==> config.mk <==
export PLATFORM = sky130hd
export DESIGN_NAME = surv_traceback
export DESIGN_NICKNAME = d
export VERILOG_FILES = /design/src/rtl/surv_pkg.sv /design/src/rtl/surv_ctrl.sv /design/src/rtl/surv_bank.sv /design/src/rtl/surv_tracer.sv /design/src/rtl/surv_reorder.sv /design/src/rtl/surv_traceback.sv
export SDC_FILE = /design/constraint.sdc
export NUM_CORES = 1
export LEC_CHECK = 0
export BUFFER_PORTS_ARGS = -buffer_cell sky130_fd_sc_hd__clkbuf_2
export CORE_MARGIN = 8
export CORE_UTILIZATION = 60
export DETAILED_ROUTE_END_ITERATION = 7
export PLACE_DENSITY = 0.76
export SYNTH_ARGS = -nofsm -noshare
export SYNTH_HDL_FRONTEND = slang
export SYNTH_SLANG_ARGS = --single-unit
==> constraint.sdc <==
create_clock -name clk -period 5.66 [get_ports clk]
set_input_delay 0.283 -clock clk [delete_from_list [all_inputs] [get_ports clk]]
set_output_delay 0.283 -clock clk [all_outputs]
set_load 0.02 [all_outputs]
==> src/rtl/surv_pkg.sv <==
`timescale 1ns/1ps
package surv_pkg;

  // Role of the tracer within the current segment of 16 stages.
  typedef enum logic {
    PH_CONVERGE = 1'b0,
    PH_DECODE   = 1'b1
  } trace_phase_e;

  localparam int unsigned MAX_SB = 8;

  // One step back through the trellis: shift the state up, keep it inside the
  // state range, and fill the vacated low bit with the stored decision.
  function automatic logic [MAX_SB-1:0] step_back(
    input logic [MAX_SB-1:0] row,
    input logic              dec,
    input logic [MAX_SB-1:0] mask
  );
    return ((row << 1) & mask) ^ {{(MAX_SB-1){1'b0}}, dec};
  endfunction

endpackage

==> src/rtl/surv_ctrl.sv <==
`timescale 1ns/1ps
module surv_ctrl
  import surv_pkg::*;
#(
  parameter int COLS = 16
) (
  input  logic                    clk,
  input  logic                    rst_n,
  input  logic                    adv,
  output logic [$clog2(COLS)-1:0] col,
  output logic [1:0]              wr_bank,
  output logic [1:0]              conv_bank,
  output logic [1:0]              dec_bank,
  output trace_phase_e            phase,
  output logic                    mature
);

  localparam int CW  = $clog2(COLS);
  localparam int LAT = 3 * COLS;
  localparam int LW  = $clog2(LAT + 1);

  logic [LW-1:0] seen_q;

  always_ff @(posedge clk or negedge rst_n) begin
    if (!rst_n) begin
      col     <= '0;
      wr_bank <= '0;
      seen_q  <= '0;
    end else if (adv) begin
      if (col == CW'(COLS - 1)) begin
        col     <= '0;
        wr_bank <= (wr_bank == 2'd2) ? 2'd0 : wr_bank + 2'd1;
      end else begin
        col <= col + CW'(1);
      end
      if (seen_q != LW'(LAT)) begin
        seen_q <= seen_q + LW'(1);
      end
    end
  end

  // The bank filled last gives the paths room to merge; the one before it is decoded.
  assign conv_bank = (wr_bank == 2'd0) ? 2'd2 : wr_bank - 2'd1;
  assign dec_bank  = (wr_bank == 2'd2) ? 2'd0 : wr_bank + 2'd1;
  assign phase     = (int'(col) < COLS / 2) ? PH_CONVERGE : PH_DECODE;
  assign mature    = (seen_q == LW'(LAT));

endmodule

==> src/rtl/surv_bank.sv <==
`timescale 1ns/1ps
module surv_bank #(
  parameter int NS   = 4,
  parameter int COLS = 16
) (
  input  logic                    clk,
  input  logic                    rst_n,
  input  logic                    we,
  input  logic [$clog2(COLS)-1:0] wr_col,
  input  logic [NS-1:0]           wr_dec,
  input  logic [$clog2(COLS)-1:0] rd_col_a,
  input  logic [$clog2(NS)-1:0]   rd_row_a,
  input  logic [$clog2(COLS)-1:0] rd_col_b,
  input  logic [$clog2(NS)-1:0]   rd_row_b,
  output logic                    rd_bit_a,
  output logic                    rd_bit_b
);

  // One word per stage, one bit per state inside the word.
  logic [NS-1:0] cells_q [COLS];

  always_ff @(posedge clk or negedge rst_n) begin
    if (!rst_n) begin
      for (int c = 0; c < COLS; c++) begin
        cells_q[c] <= '0;
      end
    end else if (we) begin
      cells_q[wr_col] <= wr_dec;
    end
  end

  assign rd_bit_a = cells_q[rd_col_a][rd_row_a];
  assign rd_bit_b = cells_q[rd_col_b][rd_row_b];

endmodule

==> src/rtl/surv_tracer.sv <==
`timescale 1ns/1ps
module surv_tracer
  import surv_pkg::*;
#(
  parameter int SB          = 2,
  parameter int COLS        = 16,
  parameter bit FIXED_START = 1'b0
) (
  input  logic                    clk,
  input  logic                    rst_n,
  input  logic                    adv,
  input  logic [$clog2(COLS)-1:0] col,
  input  trace_phase_e            phase,
  input  logic [SB-1:0]           start_in,
  input  logic                    bit_a,
  input  logic                    bit_b,
  output logic [$clog2(COLS)-1:0] col_a,
  output logic [SB-1:0]           row_a,
  output logic [$clog2(COLS)-1:0] col_b,
  output logic [SB-1:0]           row_b,
  output logic                    u_a,
  output logic                    u_b
);

  localparam int CW   = $clog2(COLS);
  localparam int MASK = (1 << SB) - 1;

  logic [SB-1:0] trace_q;
  logic [SB-1:0] start_q;
  logic [SB-1:0] start_pick;
  logic [SB-1:0] row_n;
  int            ca;

  generate
    if (FIXED_START) begin : g_zero_start
      assign start_pick = '0;
    end else begin : g_best_start
      assign start_pick = start_in;
    end
  endgenerate

  // Two steps per stage: 16 steps to merge through one bank, 16 to decode the next.
  always_comb begin
    if (phase == PH_CONVERGE) begin
      ca = COLS - 1 - 2 * int'(col);
    end else begin
      ca = 2 * COLS - 1 - 2 * int'(col);
    end
  end

  assign col_a = CW'(ca);
  assign col_b = CW'(ca - 1);

  assign row_a = (col == '0) ? start_q : trace_q;
  assign row_b = SB'(step_back(MAX_SB'(row_a), bit_a, MAX_SB'(MASK)));
  assign row_n = SB'(step_back(MAX_SB'(row_b), bit_b, MAX_SB'(MASK)));

  // The newest input bit of a state sits in its top bit.
  assign u_a = row_a[SB-1];
  assign u_b = row_b[SB-1];

  always_ff @(posedge clk or negedge rst_n) begin
    if (!rst_n) begin
      trace_q <= '0;
      start_q <= '0;
    end else if (adv) begin
      trace_q <= row_n;
      if (col == CW'(COLS - 1)) begin
        start_q <= start_pick;
      end
    end
  end

endmodule

==> src/rtl/surv_reorder.sv <==
`timescale 1ns/1ps
module surv_reorder
  import surv_pkg::*;
#(
  parameter int COLS = 16
) (
  input  logic                    clk,
  input  logic                    rst_n,
  input  logic                    in_valid,
  input  logic                    out_ready,
  input  logic [$clog2(COLS)-1:0] col,
  input  trace_phase_e            phase,
  input  logic [$clog2(COLS)-1:0] col_a,
  input  logic [$clog2(COLS)-1:0] col_b,
  input  logic                    u_a,
  input  logic                    u_b,
  input  logic                    mature,
  output logic                    in_ready,
  output logic                    adv,
  output logic                    out_valid,
  output logic                    out_bit,
  output logic                    out_ok
);

  localparam int CW = $clog2(COLS);

  logic [COLS-1:0] gather_q;
  logic [COLS-1:0] gather_d;
  logic [COLS-1:0] play_q;

  // Bits arrive newest first; storing them by column undoes the reversal.
  always_comb begin
    gather_d = gather_q;
    if (phase == PH_DECODE) begin
      gather_d[col_a] = u_a;
      gather_d[col_b] = u_b;
    end
  end

  assign in_ready = !out_valid || out_ready;
  assign adv      = in_valid && in_ready;

  always_ff @(posedge clk or negedge rst_n) begin
    if (!rst_n) begin
      gather_q  <= '0;
      play_q    <= '0;
      out_valid <= 1'b0;
      out_bit   <= 1'b0;
      out_ok    <= 1'b0;
    end else if (adv) begin
      gather_q  <= gather_d;
      if (col == CW'(COLS - 1)) begin
        play_q <= gather_d;
      end
      out_valid <= 1'b1;
      out_bit   <= play_q[col];
      out_ok    <= mature;
    end else if (out_ready) begin
      out_valid <= 1'b0;
    end
  end

endmodule

==> src/rtl/surv_traceback.sv <==
`timescale 1ns/1ps
module surv_traceback
  import surv_pkg::*;
#(
  parameter int STATE_BITS  = 2,
  parameter int COLS        = 16,
  parameter bit FIXED_START = 1'b0
) (
  input  logic                       clk,
  input  logic                       rst_n,
  input  logic                       in_valid,
  output logic                       in_ready,
  input  logic [(1<<STATE_BITS)-1:0] in_dec,
  input  logic [STATE_BITS-1:0]      in_best,
  output logic                       out_valid,
  input  logic                       out_ready,
  output logic                       out_bit,
  output logic                       out_ok
);

  localparam int NS = 1 << STATE_BITS;
  localparam int CW = $clog2(COLS);
  localparam int NB = 3;

  logic                  adv;
  logic [CW-1:0]         col;
  logic [1:0]            wr_bank;
  logic [1:0]            conv_bank;
  logic [1:0]            dec_bank;
  logic [1:0]            rd_bank;
  trace_phase_e          phase;
  logic                  mature;
  logic [CW-1:0]         col_a;
  logic [CW-1:0]         col_b;
  logic [STATE_BITS-1:0] row_a;
  logic [STATE_BITS-1:0] row_b;
  logic                  bit_a;
  logic                  bit_b;
  logic                  u_a;
  logic                  u_b;
  logic [NB-1:0]         bank_a;
  logic [NB-1:0]         bank_b;

  surv_ctrl #(.COLS(COLS)) u_ctrl (
    .clk       (clk),
    .rst_n     (rst_n),
    .adv       (adv),
    .col       (col),
    .wr_bank   (wr_bank),
    .conv_bank (conv_bank),
    .dec_bank  (dec_bank),
    .phase     (phase),
    .mature    (mature)
  );

  for (genvar b = 0; b < NB; b++) begin : g_bank
    surv_bank #(.NS(NS), .COLS(COLS)) u_bank (
      .clk      (clk),
      .rst_n    (rst_n),
      .we       (adv && (wr_bank == 2'(b))),
      .wr_col   (col),
      .wr_dec   (in_dec),
      .rd_col_a (col_a),
      .rd_row_a (row_a),
      .rd_col_b (col_b),
      .rd_row_b (row_b),
      .rd_bit_a (bank_a[b]),
      .rd_bit_b (bank_b[b])
    );
  end

  assign rd_bank = (phase == PH_CONVERGE) ? conv_bank : dec_bank;
  assign bit_a   = bank_a[rd_bank];
  assign bit_b   = bank_b[rd_bank];

  surv_tracer #(.SB(STATE_BITS), .COLS(COLS), .FIXED_START(FIXED_START)) u_tracer (
    .clk      (clk),
    .rst_n    (rst_n),
    .adv      (adv),
    .col      (col),
    .phase    (phase),
    .start_in (in_best),
    .bit_a    (bit_a),
    .bit_b    (bit_b),
    .col_a    (col_a),
    .row_a    (row_a),
    .col_b    (col_b),
    .row_b    (row_b),
    .u_a      (u_a),
    .u_b      (u_b)
  );

  surv_reorder #(.COLS(COLS)) u_reorder (
    .clk       (clk),
    .rst_n     (rst_n),
    .in_valid  (in_valid),
    .out_ready (out_ready),
    .col       (col),
    .phase     (phase),
    .col_a     (col_a),
    .col_b     (col_b),
    .u_a       (u_a),
    .u_b       (u_b),
    .mature    (mature),
    .in_ready  (in_ready),
    .adv       (adv),
    .out_valid (out_valid),
    .out_bit   (out_bit),
    .out_ok    (out_ok)
  );

endmodule

==> metrics.yaml <==
status:
  status: "finished clean"
layout:
  fillers: 1277
  drive_gt1_share_pct: 37.3
  final_common_cell: "dfrtp_1"
  fin_util_pct: 67.1
  final_nets: 866
  fin_cells: 1098
  final-seq-area_um2: 6090
  area_growth_syn_to_layout_pct: 9.63
  multiInputGateArea_um2: 5090
  antenna_cells: 0
  layout_common_cells: "240 x dfrtp_1, 195 x mux2_2, 74 x nand2_1"
clocking:
  clk_latency_ns: 0.53
  clk_path_buf_depth: 3
  holdBufCountCts: 3
  root_buffer: "clkbuf_16"
  htreeDepth: 1
  cts_setup_buffers: 0
  cts_tree: "yes"
  ctsResizeCount: 0
  cts_buffers: 26
  cts.clk_slew.worst_paths_ns: 0.06
  cts_sinks: 243
yosys:
  synth-seq-cells: 243
  synthCells: 856
  yosys.cell_types.count: 39
  ys.warnings.count: 0
  ys.flop_type: "dfrtp_1"
  synth_area_um2: 11500
  yosysSeqAreaShare_pct: 53.0
  syn_avg_cell_area_um2: 13.4
  synth_edf_count: 0
  ys_async_sr_fraction_pct: 100
  synth_nets: 877
floorplan:
  die-area_um2: 23800
  start_util_pct: 61.2
  fp-row-count: 50
  coreArea_um2: 18800
  die-width_um: 154
  ios: 14
  die_h_um: 154
drt:
  wl_per_cell_um: 23.1
  ant_nets: 0
  vias_per_cell: 6.48
  routed_wl_um: 25400
  dr_total_vias: 7112
  detail_route.iter0.violations: 534
  drc: 0
  first_pass_iters: 4
setup_path:
  r2r_slack_ns: 1.68
  end_kind: "register"
  critPathLaunchType: "register"
  critPathTopFamily: "compound AO/OA/AOI/OAI gates"
  cp_slowest_cell: "o21a_1"
  cp_num_cells: 10
  crit_chain: "clkinv_1 > ha_1 > nor3b_4 > o21a_1 > o211ai_1 > a21oi_1 > o211a_4 > mux2_4 > o32ai_2 > o22a_1"
  startpoint: "u_ctrl.col[0]"
  critPathMaxFanout: 23
  r2r_end: "u_tracer.trace_q[0]"
  rr_startpoint: "u_ctrl.col[0]"
  cpPeakStageDelay_ns: 0.70
  crit_type: "register to register"
  path_buf_inv: 1
  crit_required_ns: 6.13
  cp.arrival_ns: 4.44
  endpoint: "u_tracer.trace_q[0]"
  ff2ff_path_depth: 10
placement:
  place_inst: 1048
  place.gp.congestion: 0.895
  dpl_worst_slack_ns: 1.75
  numPortBuffers: 13
  place.detailed.hpwl_um: 16300
min_path:
  hold_class: "input pin to register"
  worstHoldStart: "in_valid"
sta:
  setup_slack_ns: 1.68
  tightest_slew_ns: 1.07
  tns_ns: 0
  post-route-min-period_ns: 3.98
  setup_viol: 0
  grt_setup_unrepaired: "no"
  slew_headroom_pct: 28.2
  fmax_mhz: 252
  fin_crit_sh_pct: 70.2
  slew_violations: 0
  clock_skew_ns: 0.0101
  hold_violations: 0
global_routing:
  grt-ovfl-total: 0
  track_usage_pct: 21.9
  grt_pass1_wl_um: 41800
  grt_pass1_vias: 7545
  grt_max_degree: 112
  antenna_found_initial: 0
flow_run:
  maxCapViolCount: 0
power_and_ir_drop:
  powerDensity_nw_per_um2: 439
  vdd_drop_max_mv: 0.310
  leakagePower_nw: 5.96
-- routing by layer --
layer | vias to the layer above | share of wire (%) | GRT usage, %
li1 | 3107 | - | -
met1 | 3739 | 44 | 30.1
met2 | 210 | 49 | 35.9
met3 | 56 | 4.8 | 3.34
met4 | 0 | 2.2 | 6.02
met5 | - | 0 | 0
-- final cells by class --
cell class / count / area share, %
sequential: 243 / 48.4
multi-input combinational: 538 / 40.5
clock buffer: 40 / 6.23
tap: 234 / 2.33
timing repair buffer: 26 / 1.43
clock inverter: 7 / 0.895
inverter: 10 / 0.298
-- worst register-to-register path: stages (launching register included) --
cell and delay, ns:
dfrtp_4 0.65, clkinv_1 0.26, ha_1 0.50, nor3b_4 0.50, o21a_1 0.70, o211ai_1 0.21
a21oi_1 0.20, o211a_4 0.22, mux2_4 0.31, o32ai_2 0.20, o22a_1 0.17
-- through the flow --
| stage | area [µm²] | total power (W) | hold slack, ns |
|---|---|---|---|
| after global routing | 12600 | 0.00576 | 0.0488 |
| after CTS | 12600 | 0.00553 | 0.00898 |
| final | 12600 | 0.00553 | 0.0214 |
| after global placement | 11700 | 0.00368 | 0.371 |
| after detailed placement | 11700 | 0.00377 | 0.381 |
| after floorplan | 11500 | 0.00335 | -0.0126 |
-- cell families (layout without fill, tap and decap cells) --
| logic type | Yosys count | count (layout) | share of synthesized area [%] |
|---|---|---|---|
| mux | 267 | 267 | 31.5 |
| flops | 243 | 243 | 53.0 |
| simple gates | 181 | 181 | 7.43 |
| buf+inv | 75 | 83 | 2.71 |
| compound gates | 73 | 73 | 3.74 |
| fa+ha+maj | 11 | 11 | 1.20 |
| xor+xnor | 6 | 6 | 0.458 |
-- cell usage after synthesis, drive strengths merged (2+ instances only) --
cell type / count / area share [%]
dfrtp: 243 / 53
mux2: 197 / 19
nand2: 74 / 2.4
mux4: 55 / 11
nand3: 52 / 2.3
clkbuf: 49 / 1.6
o21ai: 46 / 2.0
buf: 16 / 0.78
mux2i: 15 / 1.3
nor2: 15 / 0.49
nand4: 14 / 0.76
ha: 11 / 1.2
a21oi: 10 / 0.44
inv: 9 / 0.29
nor3: 9 / 0.39
and3: 5 / 0.27
xnor2: 5 / 0.38
o211ai: 4 / 0.26
a31oi: 3 / 0.16
and2: 3 / 0.16
nand2b: 3 / 0.16
nor2b: 3 / 0.16
o21a: 2 / 0.13
o22a: 2 / 0.15
-- worst min path at each step --
| stage | end | depth (start not counted) |
|---|---|---|
| 2_1_floorplan | g_bank[0].u_bank.cells_q[0] | 0 |
| 3_3_place_gp | u_reorder.out_ok | 1 |
| 3_5_place_dp | u_ctrl.seen_q[0] | 1 |
| 4_1_cts | u_reorder.out_valid | 2 |
| 5_1_grt | u_reorder.out_valid | 2 |
| 6_report | u_reorder.out_valid | 2 |
-- power breakdown --
| part | internal [W] | switching, W |
|---|---|---|
| Sequential | 0.00206 | 0.000273 |
| Combinational | 0.000630 | 0.000802 |
| Clock | 0.00109 | 0.000676 |
-- flip-flops by register name (all words and copies together) (netlist names) --
register               cells
u_reorder.out_bit          1
u_ctrl.wr_bank             2
u_reorder.play_q          16
u_reorder.out_valid        1
u_reorder.gather_q        16
u_tracer.trace_q           2
u_ctrl.seen_q              6
u_tracer.start_q           2
u_ctrl.col                 4
u_reorder.out_ok           1
g_bank.u_bank.cells_q    192
Note: power is estimated with default switching activity, not from simulation.
